--- src/rtl/trig_status_pkg.sv ---
package trig_status_pkg;

  localparam int NUM_PINS       = 4;
  localparam int NUM_FIELD_PINS = 3;

  // pin index order inside the block
  localparam int PIN_TRIG_A = 0;
  localparam int PIN_TRIG_B = 1;
  localparam int PIN_GATE_A = 2;
  localparam int PIN_GATE_B = 3;

  localparam logic [1:0] CODE_LOW     = 2'b01;
  localparam logic [1:0] CODE_HIGH    = 2'b10;
  localparam logic [1:0] CODE_TOGGLED = 2'b11;

  // all pins high, no activity, ready
  localparam logic [7:0] STATUS_IDLE = 8'h55;

  typedef struct packed {
    logic capture;
    logic clearHist;
    logic readyBit;
  } ctrl_t;

endpackage

--- src/rtl/trig_status_ctrl.sv ---
module trig_status_ctrl
  import trig_status_pkg::*;
(
  input  logic  clk,
  input  logic  rstN,
  input  logic  pollStrobe,
  input  logic  singleMode,
  input  logic  armSingle,
  input  logic  sweepDone,
  output ctrl_t ctrl
);

  logic readyFlag;

  // arm has priority over a completion in the same cycle
  always_ff @(posedge clk or negedge rstN) begin
    if (!rstN)
      readyFlag <= 1'b1;
    else if (armSingle)
      readyFlag <= 1'b1;
    else if (singleMode && sweepDone)
      readyFlag <= 1'b0;
  end

  always_comb begin
    ctrl.capture   = pollStrobe;
    ctrl.clearHist = pollStrobe;
    ctrl.readyBit  = !singleMode || readyFlag;
  end

  // a completion in single mode without arm drops readiness
  a_r8_done_clears: assert property (@(posedge clk) disable iff (!rstN)
    (singleMode && sweepDone && !armSingle) |=> !readyFlag);

  // arm always leaves the flag set
  a_r8_arm_sets: assert property (@(posedge clk) disable iff (!rstN)
    armSingle |=> readyFlag);

  // without single mode a completion never clears readiness
  a_r8_other_mode_keeps: assert property (@(posedge clk) disable iff (!rstN)
    (!singleMode && $past(readyFlag) == 1'b1 && readyFlag == 1'b1) |=> (singleMode || readyFlag));

endmodule

--- src/rtl/trig_status_datapath.sv ---
module trig_status_datapath
  import trig_status_pkg::*;
#(
  parameter int SYNC_STAGES = 2
)(
  input  logic                clk,
  input  logic                rstN,
  input  logic [NUM_PINS-1:0] pinsN,
  input  ctrl_t               ctrl,
  output logic [7:0]          statusByte
);

  logic [NUM_PINS-1:0]       syncN;
  logic [NUM_FIELD_PINS-1:0] prevN;
  logic [NUM_FIELD_PINS-1:0] edgeHit;
  logic [NUM_FIELD_PINS-1:0] toggleHist;
  logic [NUM_FIELD_PINS-1:0] toggleSeen;
  logic                      lowSeenB;
  logic [7:0]                nextByte;

  // synchronizer chain per pin; idle level is high
  for (genvar g = 0; g < NUM_PINS; g++) begin : g_sync
    logic [SYNC_STAGES-1:0] chain;
    always_ff @(posedge clk or negedge rstN) begin
      if (!rstN) chain <= '1;
      else       chain <= {chain[SYNC_STAGES-2:0], pinsN[g]};
    end
    assign syncN[g] = chain[SYNC_STAGES-1];
  end

  always_ff @(posedge clk or negedge rstN) begin
    if (!rstN) prevN <= '1;
    else       prevN <= syncN[NUM_FIELD_PINS-1:0];
  end

  assign edgeHit    = syncN[NUM_FIELD_PINS-1:0] ^ prevN;
  assign toggleSeen = toggleHist | edgeHit;

  // history for one poll interval; the poll cycle's own edge goes into the captured word
  always_ff @(posedge clk or negedge rstN) begin
    if (!rstN) begin
      toggleHist <= '0;
      lowSeenB   <= 1'b0;
    end else if (ctrl.clearHist) begin
      toggleHist <= '0;
      lowSeenB   <= 1'b0;
    end else begin
      toggleHist <= toggleSeen;
      lowSeenB   <= lowSeenB | ~syncN[PIN_GATE_B];
    end
  end

  function automatic logic [1:0] fieldCode(input logic seen, input logic levelN);
    if (seen)        return CODE_TOGGLED;
    else if (levelN) return CODE_HIGH;
    else             return CODE_LOW;
  endfunction

  always_comb begin
    nextByte[7]   = lowSeenB | ~syncN[PIN_GATE_B];
    nextByte[6:5] = fieldCode(toggleSeen[PIN_GATE_A], syncN[PIN_GATE_A]);
    nextByte[4:3] = fieldCode(toggleSeen[PIN_TRIG_B], syncN[PIN_TRIG_B]);
    nextByte[2:1] = fieldCode(toggleSeen[PIN_TRIG_A], syncN[PIN_TRIG_A]);
    nextByte[0]   = ctrl.readyBit;
  end

  always_ff @(posedge clk or negedge rstN) begin
    if (!rstN)             statusByte <= STATUS_IDLE;
    else if (ctrl.capture) statusByte <= nextByte;
  end

  // no poll, no change
  a_r9_hold_between_polls: assert property (@(posedge clk) disable iff (!rstN)
    !ctrl.capture |=> $stable(statusByte));

  // no field ever carries the unused code
  a_r2_codes_legal: assert property (@(posedge clk) disable iff (!rstN)
    (statusByte[6:5] != 2'b00) && (statusByte[4:3] != 2'b00) && (statusByte[2:1] != 2'b00));

  // a low B gate at capture is always reported
  a_r6_gate_b_low: assert property (@(posedge clk) disable iff (!rstN)
    (ctrl.capture && !syncN[PIN_GATE_B]) |=> statusByte[7]);

  // a toggled report on trigger A is not repeated without a new edge
  a_r5_one_poll: assert property (@(posedge clk) disable iff (!rstN)
    (ctrl.capture && statusByte[2:1] == CODE_TOGGLED && !toggleSeen[PIN_TRIG_A])
      |=> (statusByte[2:1] != CODE_TOGGLED));

endmodule

--- src/rtl/trig_status_enc.sv ---
module trig_status_enc
  import trig_status_pkg::*;
#(
  parameter int SYNC_STAGES = 2
)(
  input  logic       clk,
  input  logic       rstN,
  input  logic       sweepGateAN,
  input  logic       sweepGateBN,
  input  logic       trigAN,
  input  logic       trigBN,
  input  logic       pollStrobe,
  input  logic       singleMode,
  input  logic       armSingle,
  input  logic       sweepDone,
  output logic [7:0] statusByte
);

  ctrl_t               ctrl;
  logic [NUM_PINS-1:0] pinsN;

  always_comb begin
    pinsN[PIN_TRIG_A] = trigAN;
    pinsN[PIN_TRIG_B] = trigBN;
    pinsN[PIN_GATE_A] = sweepGateAN;
    pinsN[PIN_GATE_B] = sweepGateBN;
  end

  trig_status_ctrl u_ctrl (
    .clk        (clk),
    .rstN       (rstN),
    .pollStrobe (pollStrobe),
    .singleMode (singleMode),
    .armSingle  (armSingle),
    .sweepDone  (sweepDone),
    .ctrl       (ctrl)
  );

  trig_status_datapath #(.SYNC_STAGES(SYNC_STAGES)) u_dp (
    .clk        (clk),
    .rstN       (rstN),
    .pinsN      (pinsN),
    .ctrl       (ctrl),
    .statusByte (statusByte)
  );

endmodule

--- config.mk ---
export PLATFORM = sky130hd
export DESIGN_NAME = trig_status_enc
export DESIGN_NICKNAME = d
export VERILOG_FILES = /design/src/rtl/trig_status_pkg.sv /design/src/rtl/trig_status_ctrl.sv /design/src/rtl/trig_status_datapath.sv /design/src/rtl/trig_status_enc.sv
export SDC_FILE = /design/constraint.sdc
export NUM_CORES = 1
export LEC_CHECK = 0
export ABC_AREA = 0
export ABC_CLOCK_PERIOD_IN_PS = 2000
export CAP_MARGIN = 20
export CORE_MARGIN = 2
export CORE_UTILIZATION = 40
export CTS_CLUSTER_SIZE = 24
export DETAILED_ROUTE_END_ITERATION = 10
export PLACE_DENSITY = 0.65
export SLEW_MARGIN = 40
export SYNTH_ARGS = -nofsm -noshare
export SYNTH_HDL_FRONTEND = slang
export SYNTH_HIERARCHICAL = 1
export SYNTH_SLANG_ARGS = --single-unit
--- constraint.sdc ---
create_clock -name clk -period 2 [get_ports clk]
set_input_delay 0.4 -clock clk [delete_from_list [all_inputs] [get_ports clk]]
set_output_delay 0.4 -clock clk [all_outputs]
set_load 0.02 [all_outputs]
# [Word level (Yosys, flattened, before mapping)]
# Index checks and enable logic that the tools add are counted.
[totals] inputBits=10 output_inout_bits=8 reg_bits=24 elab_cells=27
[classes] n_reduce_logical=4 n_bitwise=4 mux=10
[ops] cell="$mux 2" n=6
[ops] cell="$mux 1" n=3
[ops] cell="$mux 3" n=1
[ops] cell="$or 3x3->3" n=1
[ops] cell="$xor 3x3->3" n=1
[ops] cell="$reduce_bool 2->1" n=1
[ops] cell="$logic_and 1x1->1" n=1
[ops] cell="$logic_not 1->1" n=1
[ops] cell="$logic_or 1x1->1" n=1
[ops] cell="$not 1->1" n=1
[ops] cell="$or 1x1->1" n=1

# [Longest topological paths before layout]
# Gate-level depths: netlist (run 1).
[logic_depth] ltp_word=3 depth_mapped=4 mapped_depth_nobuf=2

# [By module]
# Netlist (run 1), hierarchy kept.
[by_module_without_submodules] mod="trig_status_datapath" cells_each=53 seq_area_each_um2=594.3 area_each_um2=789.5 n_inst=1
[by_module_without_submodules] mod="trig_status_ctrl" cells_each=6 seq_area_each_um2=26.3 area_each_um2=58.8 n_inst=1

# [Worst setup path before layout (run 1)]
# Ideal clock, no wire load.
[synth_timing] kind="reg2out" from="reg u_dp.statusByte[4]" to="out statusByte[4]" stages_incl_launch_ff=1 t_required_ns=1.600 path_slack_ns=1.037 n_path_buf=0 t_arrival_ns=0.563 cell_sequence="dfstp_2"
[synth_rtl] element="from (decl)" line_no="trig_status_datapath.sv:10" text="output logic [7:0] statusByte"
[synth_rtl] element="from (signal assigned)" line_no="trig_status_datapath.sv:69" text="else if (ctrl.capture) statusByte <= nextByte;"
[synth_rtl] element="to (decl)" line_no="trig_status_enc.sv:16" text="output logic [7:0] statusByte"
# No word-level cell between the ends.

# [Final worst setup path (run 1)]
[layout_timing] from="reg u_dp.statusByte[4]" to="out statusByte[4]"
# No word-level cell between the ends.

==> impl_metrics.json, run 1 <==
{
  "crit_family": "buffers and inverters",
  "max-slew-margin-rel_pct": 80.7,
  "fin_total_pwr_mw": 0.902,
  "cts_tree": "yes",
  "clkTransAtPathRegs_ns": 0.12,
  "stdcell_count": 106,
  "worstSkewPairLatency_ns": 0.30,
  "synth-compound-area-share_pct": 10.8,
  "num_vias": 463,
  "p_comb_share_pct": 12.1,
  "die_y_um": 50.1,
  "hpwl_um": 757,
  "synth_top_family_by_area": "compound AO/OA/AOI/OAI gates",
  "cts_sinks": 24,
  "p_seq_share_pct": 60.9,
  "drt_iter0_markers": 3,
  "post-route-drc-count": 0,
  "arrival_ns": 1.44,
  "layout-drive-gt1-share_pct": 35.4,
  "coreArea_um2": 1980,
  "synth_mux_area_share_pct": 1.33,
  "overflow": 0,
  "crit_required_ns": 1.60,
  "io_buffers": 17,
  "die_width_um": 50.1,
  "place_area_um2": 1040,
  "synth_area_um2": 848,
  "fin_crit_ns": 1.84,
  "p_sw_mw": 0.202,
  "first_global_vias": 474,
  "tns_ns": 0,
  "cts-resized-gates": 0,
  "power_density_nw_per_um2": 838,
  "intPower_mw": 0.700,
  "synth_most_common_cell": "dfstp_2",
  "grt_pass1_wl_mm": 2.14,
  "slowest_stage": "clkdlybuf4s50_1",
  "critPathMaxFanout": 2,
  "synth_area_leader_cell": "dfstp_2",
  "async_flop_share_pct": 100,
  "dieArea_um2": 2510,
  "skew_ns": 0.00197,
  "layout.nets": 90,
  "drt-vias-per-instance": 4.37,
  "crit_type": "reg2out",
  "timing.fmax_mhz": 543,
  "finalCritPeriodShare_pct": 92.1,
  "grt_setup_unrepaired": "no",
  "clkPwrFrac_pct": 27.0,
  "slew_violations": 0,
  "worstPathCellList": "clkdlybuf4s50_1",
  "peakVddDrop_v": 0.000545,
  "crit_path_end_kind": "primary output",
  "final_core_util_pct": 54.4,
  "synth_area_leaders": "dfstp_2 (50%), dfrtp_1 (24%), a21oi_2 (4.1%)",
  "tightest_slew_ns": 0.289,
  "ctsLongestPathBuffers": 2,
  "leakage_nw": 0.420,
  "holdBufCountCts": 0,
  "timing.final.ws_setup_ns": 0.158,
  "root_buffer": "clkbuf_4",
  "sw_frac_of_total_pct": 22.4,
  "firstDrtPassIters": 3,
  "maxCapViolations": 0,
  "antenna_found_initial": 0,
  "fin_worst_hold_slack_ns": 0.364,
  "final_antenna_net_count": 0,
  "ys_warn_count": 6,
  "status": "finished clean",
  "slowest_delay_ns": 0.59,
  "final_cell_area_um2": 1080,
  "dp_cells": 102,
  "critPathLaunchType": "flip-flop",
  "synth.avg_cell_area_um2": 14.4,
  "wirelength_mm": 1.10,
  "area_delta_synth_final_pct": 27.0,
  "antenna_cells": 0,
  "setup_viol": 0,
  "hold_path.class": "reg2reg",
  "hold_viol": 0,
  "synthCells": 59,
  "syn-num-nets": 69,
  "synth_common_cells": "dfstp_2 (16), dfrtp_1 (8), nor2_1 (8)",
  "cts_max_level": 1,
  "synth_xor_xnor_area_share_pct": 3.10,
  "yosysSeqAreaShare_pct": 73.2,
  "synth-edff-count": 0,
  "numCtsBuffers": 3,
  "rows": 16,
  "pre_cts_ws_ns": 0.495,
  "cts_setup_buffers": 0,
  "start_util_pct": 42.8,
  "ys.flop_type": "dfstp_2",
  "grt_start_max_net_pins": 25,
  "yosys.area_share.simple_pct": 7.23,
  "cp_num_buf_inv": 1,
  "pin_count": 18,
  "synth.top_cell.area_share_pct": 49.6,
  "synth_fa_ha_area_share_pct": 0,
  "grt_usage_pct": 11.4,
  "synth_seq_cells": 24,
  "wl_per_cell_um": 10.4,
  "synthDistinctLibCells": 17,
  "gp_congestion": 0.632
}
==> per-layer routing <==
metal	global-route usage, %	part of all wire [%]	vias up
li1	-	-	237
met1	16.1	49	216
met2	16.2	46	8
met3	2.73	3.5	2
met4	5.56	0.73	0
met5	0	0	-
==> worst paths after layout <==
kind | startpoint | end | slack [ns] | cells past startpoint
worst min register to register | u_dp/g_sync[1].chain[0] | u_dp/g_sync[1].chain[1] | 0.36 | 0
worst max register to register | u_dp/g_sync[3].chain[1] | u_dp/statusByte[7] | 1.10 | 2
worst min-delay path | u_dp/g_sync[1].chain[0] | u_dp/g_sync[1].chain[1] | 0.36 | 0
worst max-delay path | u_dp/statusByte[4] | statusByte[4] | 0.16 | 1
min in group asynchronous | rstN | u_dp/statusByte[5] | 0.44 | 2
max in group asynchronous | rstN | u_ctrl/readyFlag | 1.28 | 2
==> cell type report <==
cell class	instances	area [um2]
Clock buffer	4	36.3
Fill cell	164	905
Inverter	3	11.3
Multi-Input combinational cell	29	190
Sequential cell	24	621
Tap cell	27	33.8
Timing Repair Buffer	19	185
==> logic make-up (layout without fill, tap and decap cells) <==
logic type | after synthesis | in the layout
AO/OA/AOI/OAI | 11 | 11
XOR/XNOR | 3 | 3
buffers and inverters | 6 | 26
flip-flops | 24 | 24
multiplexers | 1 | 1
AND/OR/NAND/NOR | 14 | 14
==> state kept, by name, indices dropped and copies added (netlist names) <==
register and cells:
u_dp/lowSeenB 1, u_dp/toggleHist 3, u_ctrl/readyFlag 1, u_dp/statusByte 8
u_dp/prevN 3, u_dp/g_sync.chain 8
==> cells in the final DEF (no fill, tap or decap), drive strengths merged <==
master / count
clkdlybuf4s50: 17
dfstp: 16
nor2: 8
dfrtp: 8
a21oi: 7
clkbuf: 4
inv: 3
xnor2: 3
nor3: 3
a41oi: 3
buf: 2
nand2b: 1
nand2: 1
a21o: 1
nor2b: 1
mux2: 1
==> power groups by stage <==
stage	logic [mW]	clock network, mW	registers [mW]
finish	0.109	0.243	0.549
global route	0.120	0.277	0.555
global placement	0.110	0	0.556
CTS	0.112	0.258	0.550
detailed placement	0.112	0	0.558
floorplan	0.0403	0	0.572
Power figures use the tool's default switching activity.
==> run 2: changes to the inputs <==
SETUP_SLACK_MARGIN = 0.1   (was unset)
==> run 2 against run 1 <==
- combinational power hardly changed
- hold slack did not move
- sequential share of layout area decreased by 0.27 points
- maximum frequency unchanged
- power hardly changed
- critical path type unchanged
- critical endpoint unchanged
- highest routed layer unchanged
==> impl_metrics.json, run 2 (same netlist as run 1, synthesis figures left out) <==
{
  "tns_ns": 0,
  "layout-drive-gt1-share_pct": 35.4,
  "numCtsBuffers": 3,
  "cts_setup_buffers": 0,
  "layout.nets": 90,
  "first_global_vias": 474,
  "maxCapViolations": 0,
  "final_cell_area_um2": 1080,
  "pin_count": 18,
  "arrival_ns": 1.44,
  "hpwl_um": 757,
  "crit_path_end_kind": "primary output",
  "post-route-drc-count": 0,
  "rows": 16,
  "peakVddDrop_v": 0.000545,
  "n_fill_cell": 162,
  "wl_per_cell_um": 10.5,
  "slowest_delay_ns": 0.59,
  "grt_start_max_net_pins": 25,
  "p_sw_mw": 0.202,
  "overflow": 0,
  "tightest_slew_ns": 0.289,
  "power_density_nw_per_um2": 833,
  "status": "finished clean",
  "clkTransAtPathRegs_ns": 0.12,
  "start_util_pct": 42.8,
  "worstPathCellList": "clkdlybuf4s50_1",
  "slowest_stage": "clkdlybuf4s50_1",
  "cts_sinks": 24,
  "final_cell_mix": "dfstp_2 (16), clkdlybuf4s50_1 (15), nor2_1 (8), dfrtp_1 (8), a21oi_2 (4)",
  "slew_violations": 0,
  "finalCritPeriodShare_pct": 92.1,
  "die_y_um": 50.1,
  "final_antenna_net_count": 0,
  "drt-vias-per-instance": 4.35,
  "max-slew-margin-rel_pct": 80.7,
  "root_buffer": "clkbuf_4",
  "worstSkewPairLatency_ns": 0.30,
  "crit_family": "buffers and inverters",
  "critPathMaxFanout": 2,
  "p_seq_share_pct": 60.9,
  "cts-resized-gates": 0,
  "fin_worst_hold_slack_ns": 0.364,
  "area_delta_synth_final_pct": 27.6,
  "holdBufCountCts": 0,
  "p_comb_share_pct": 12.1,
  "antenna_cells": 0,
  "gp_congestion": 0.632,
  "fin_crit_ns": 1.84,
  "fin_total_pwr_mw": 0.902,
  "timing.fmax_mhz": 543,
  "skew_ns": 0.00191,
  "crit_required_ns": 1.60,
  "hold_path.class": "reg2reg",
  "io_buffers": 17,
  "grt_usage_pct": 11.4,
  "dieArea_um2": 2510,
  "final_common_cell": "dfstp_2",
  "ctsLongestPathBuffers": 2,
  "firstDrtPassIters": 3,
  "place_area_um2": 1040,
  "antenna_found_initial": 0,
  "sw_frac_of_total_pct": 22.4,
  "hold_viol": 0,
  "drt_iter0_markers": 3,
  "leakage_nw": 0.425,
  "cp_num_buf_inv": 1,
  "setup_viol": 0,
  "grt_setup_unrepaired": "no",
  "coreArea_um2": 1980,
  "intPower_mw": 0.699,
  "cts_tree": "yes",
  "num_vias": 461,
  "clkPwrFrac_pct": 27.0,
  "grt_pass1_wl_mm": 2.14,
  "crit_type": "reg2out",
  "die_width_um": 50.1,
  "reg_top3": "u_dp/g_sync.chain x8, u_dp/statusByte x8",
  "cts_max_level": 1,
  "wirelength_mm": 1.12,
  "critPathLaunchType": "flip-flop"
}
## run 2: worst paths after layout
kind / startpoint / end / slack (ns) / depth (start not counted)
max: u_dp/statusByte[4] / statusByte[4] / 0.16 / 1
max reg2reg: u_dp/g_sync[3].chain[1] / u_dp/statusByte[7] / 1.10 / 2
min in group asynchronous: rstN / u_dp/statusByte[5] / 0.44 / 2
max in group asynchronous: rstN / u_ctrl/readyFlag / 1.28 / 2
min reg2reg: u_dp/g_sync[1].chain[0] / u_dp/g_sync[1].chain[1] / 0.36 / 0
min: u_dp/g_sync[1].chain[0] / u_dp/g_sync[1].chain[1] / 0.36 / 0
## run 2: final cells by class
class | instances | area [um2] | area share (%)
Multi-Input combinational cell | 29 | 190 | 17.6
Timing Repair Buffer | 19 | 190 | 17.6
Sequential cell | 24 | 621 | 57.3
Inverter | 3 | 11.3 | 1.04
Tap cell | 27 | 33.8 | 3.12
Clock buffer | 4 | 36.3 | 3.35
## run 2: metal layers
layer  part of all wire [%]  global-route usage [%]  up-vias
li1                       -                       -      236
met1                     49                    16.1      215
met2                     47                    16.2        8
met3                    3.7                    2.73        2
met4                   0.72                    5.56        0
met5                      0                       0        -
## run 2: through the flow
stage / setup slack (ns) / instances / util (%)
after floorplan: 1.04 / 59 / -
after global placement: 0.501 / 102 / 52.5
after detailed placement: 0.495 / 102 / 52.5
after CTS: 0.133 / 106 / 54.4
after global routing: 0.106 / 106 / 54.6
final: 0.158 / 106 / 54.6
## run 2: power groups by stage
stage                     Sequential [mW]  Combinational (mW)  Clock, mW
final                               0.549               0.109      0.243
after global routing                0.555               0.120      0.277
after CTS                           0.550               0.112      0.258
after detailed placement            0.558               0.112          0
after global placement              0.556               0.110          0
after floorplan                     0.572              0.0403          0
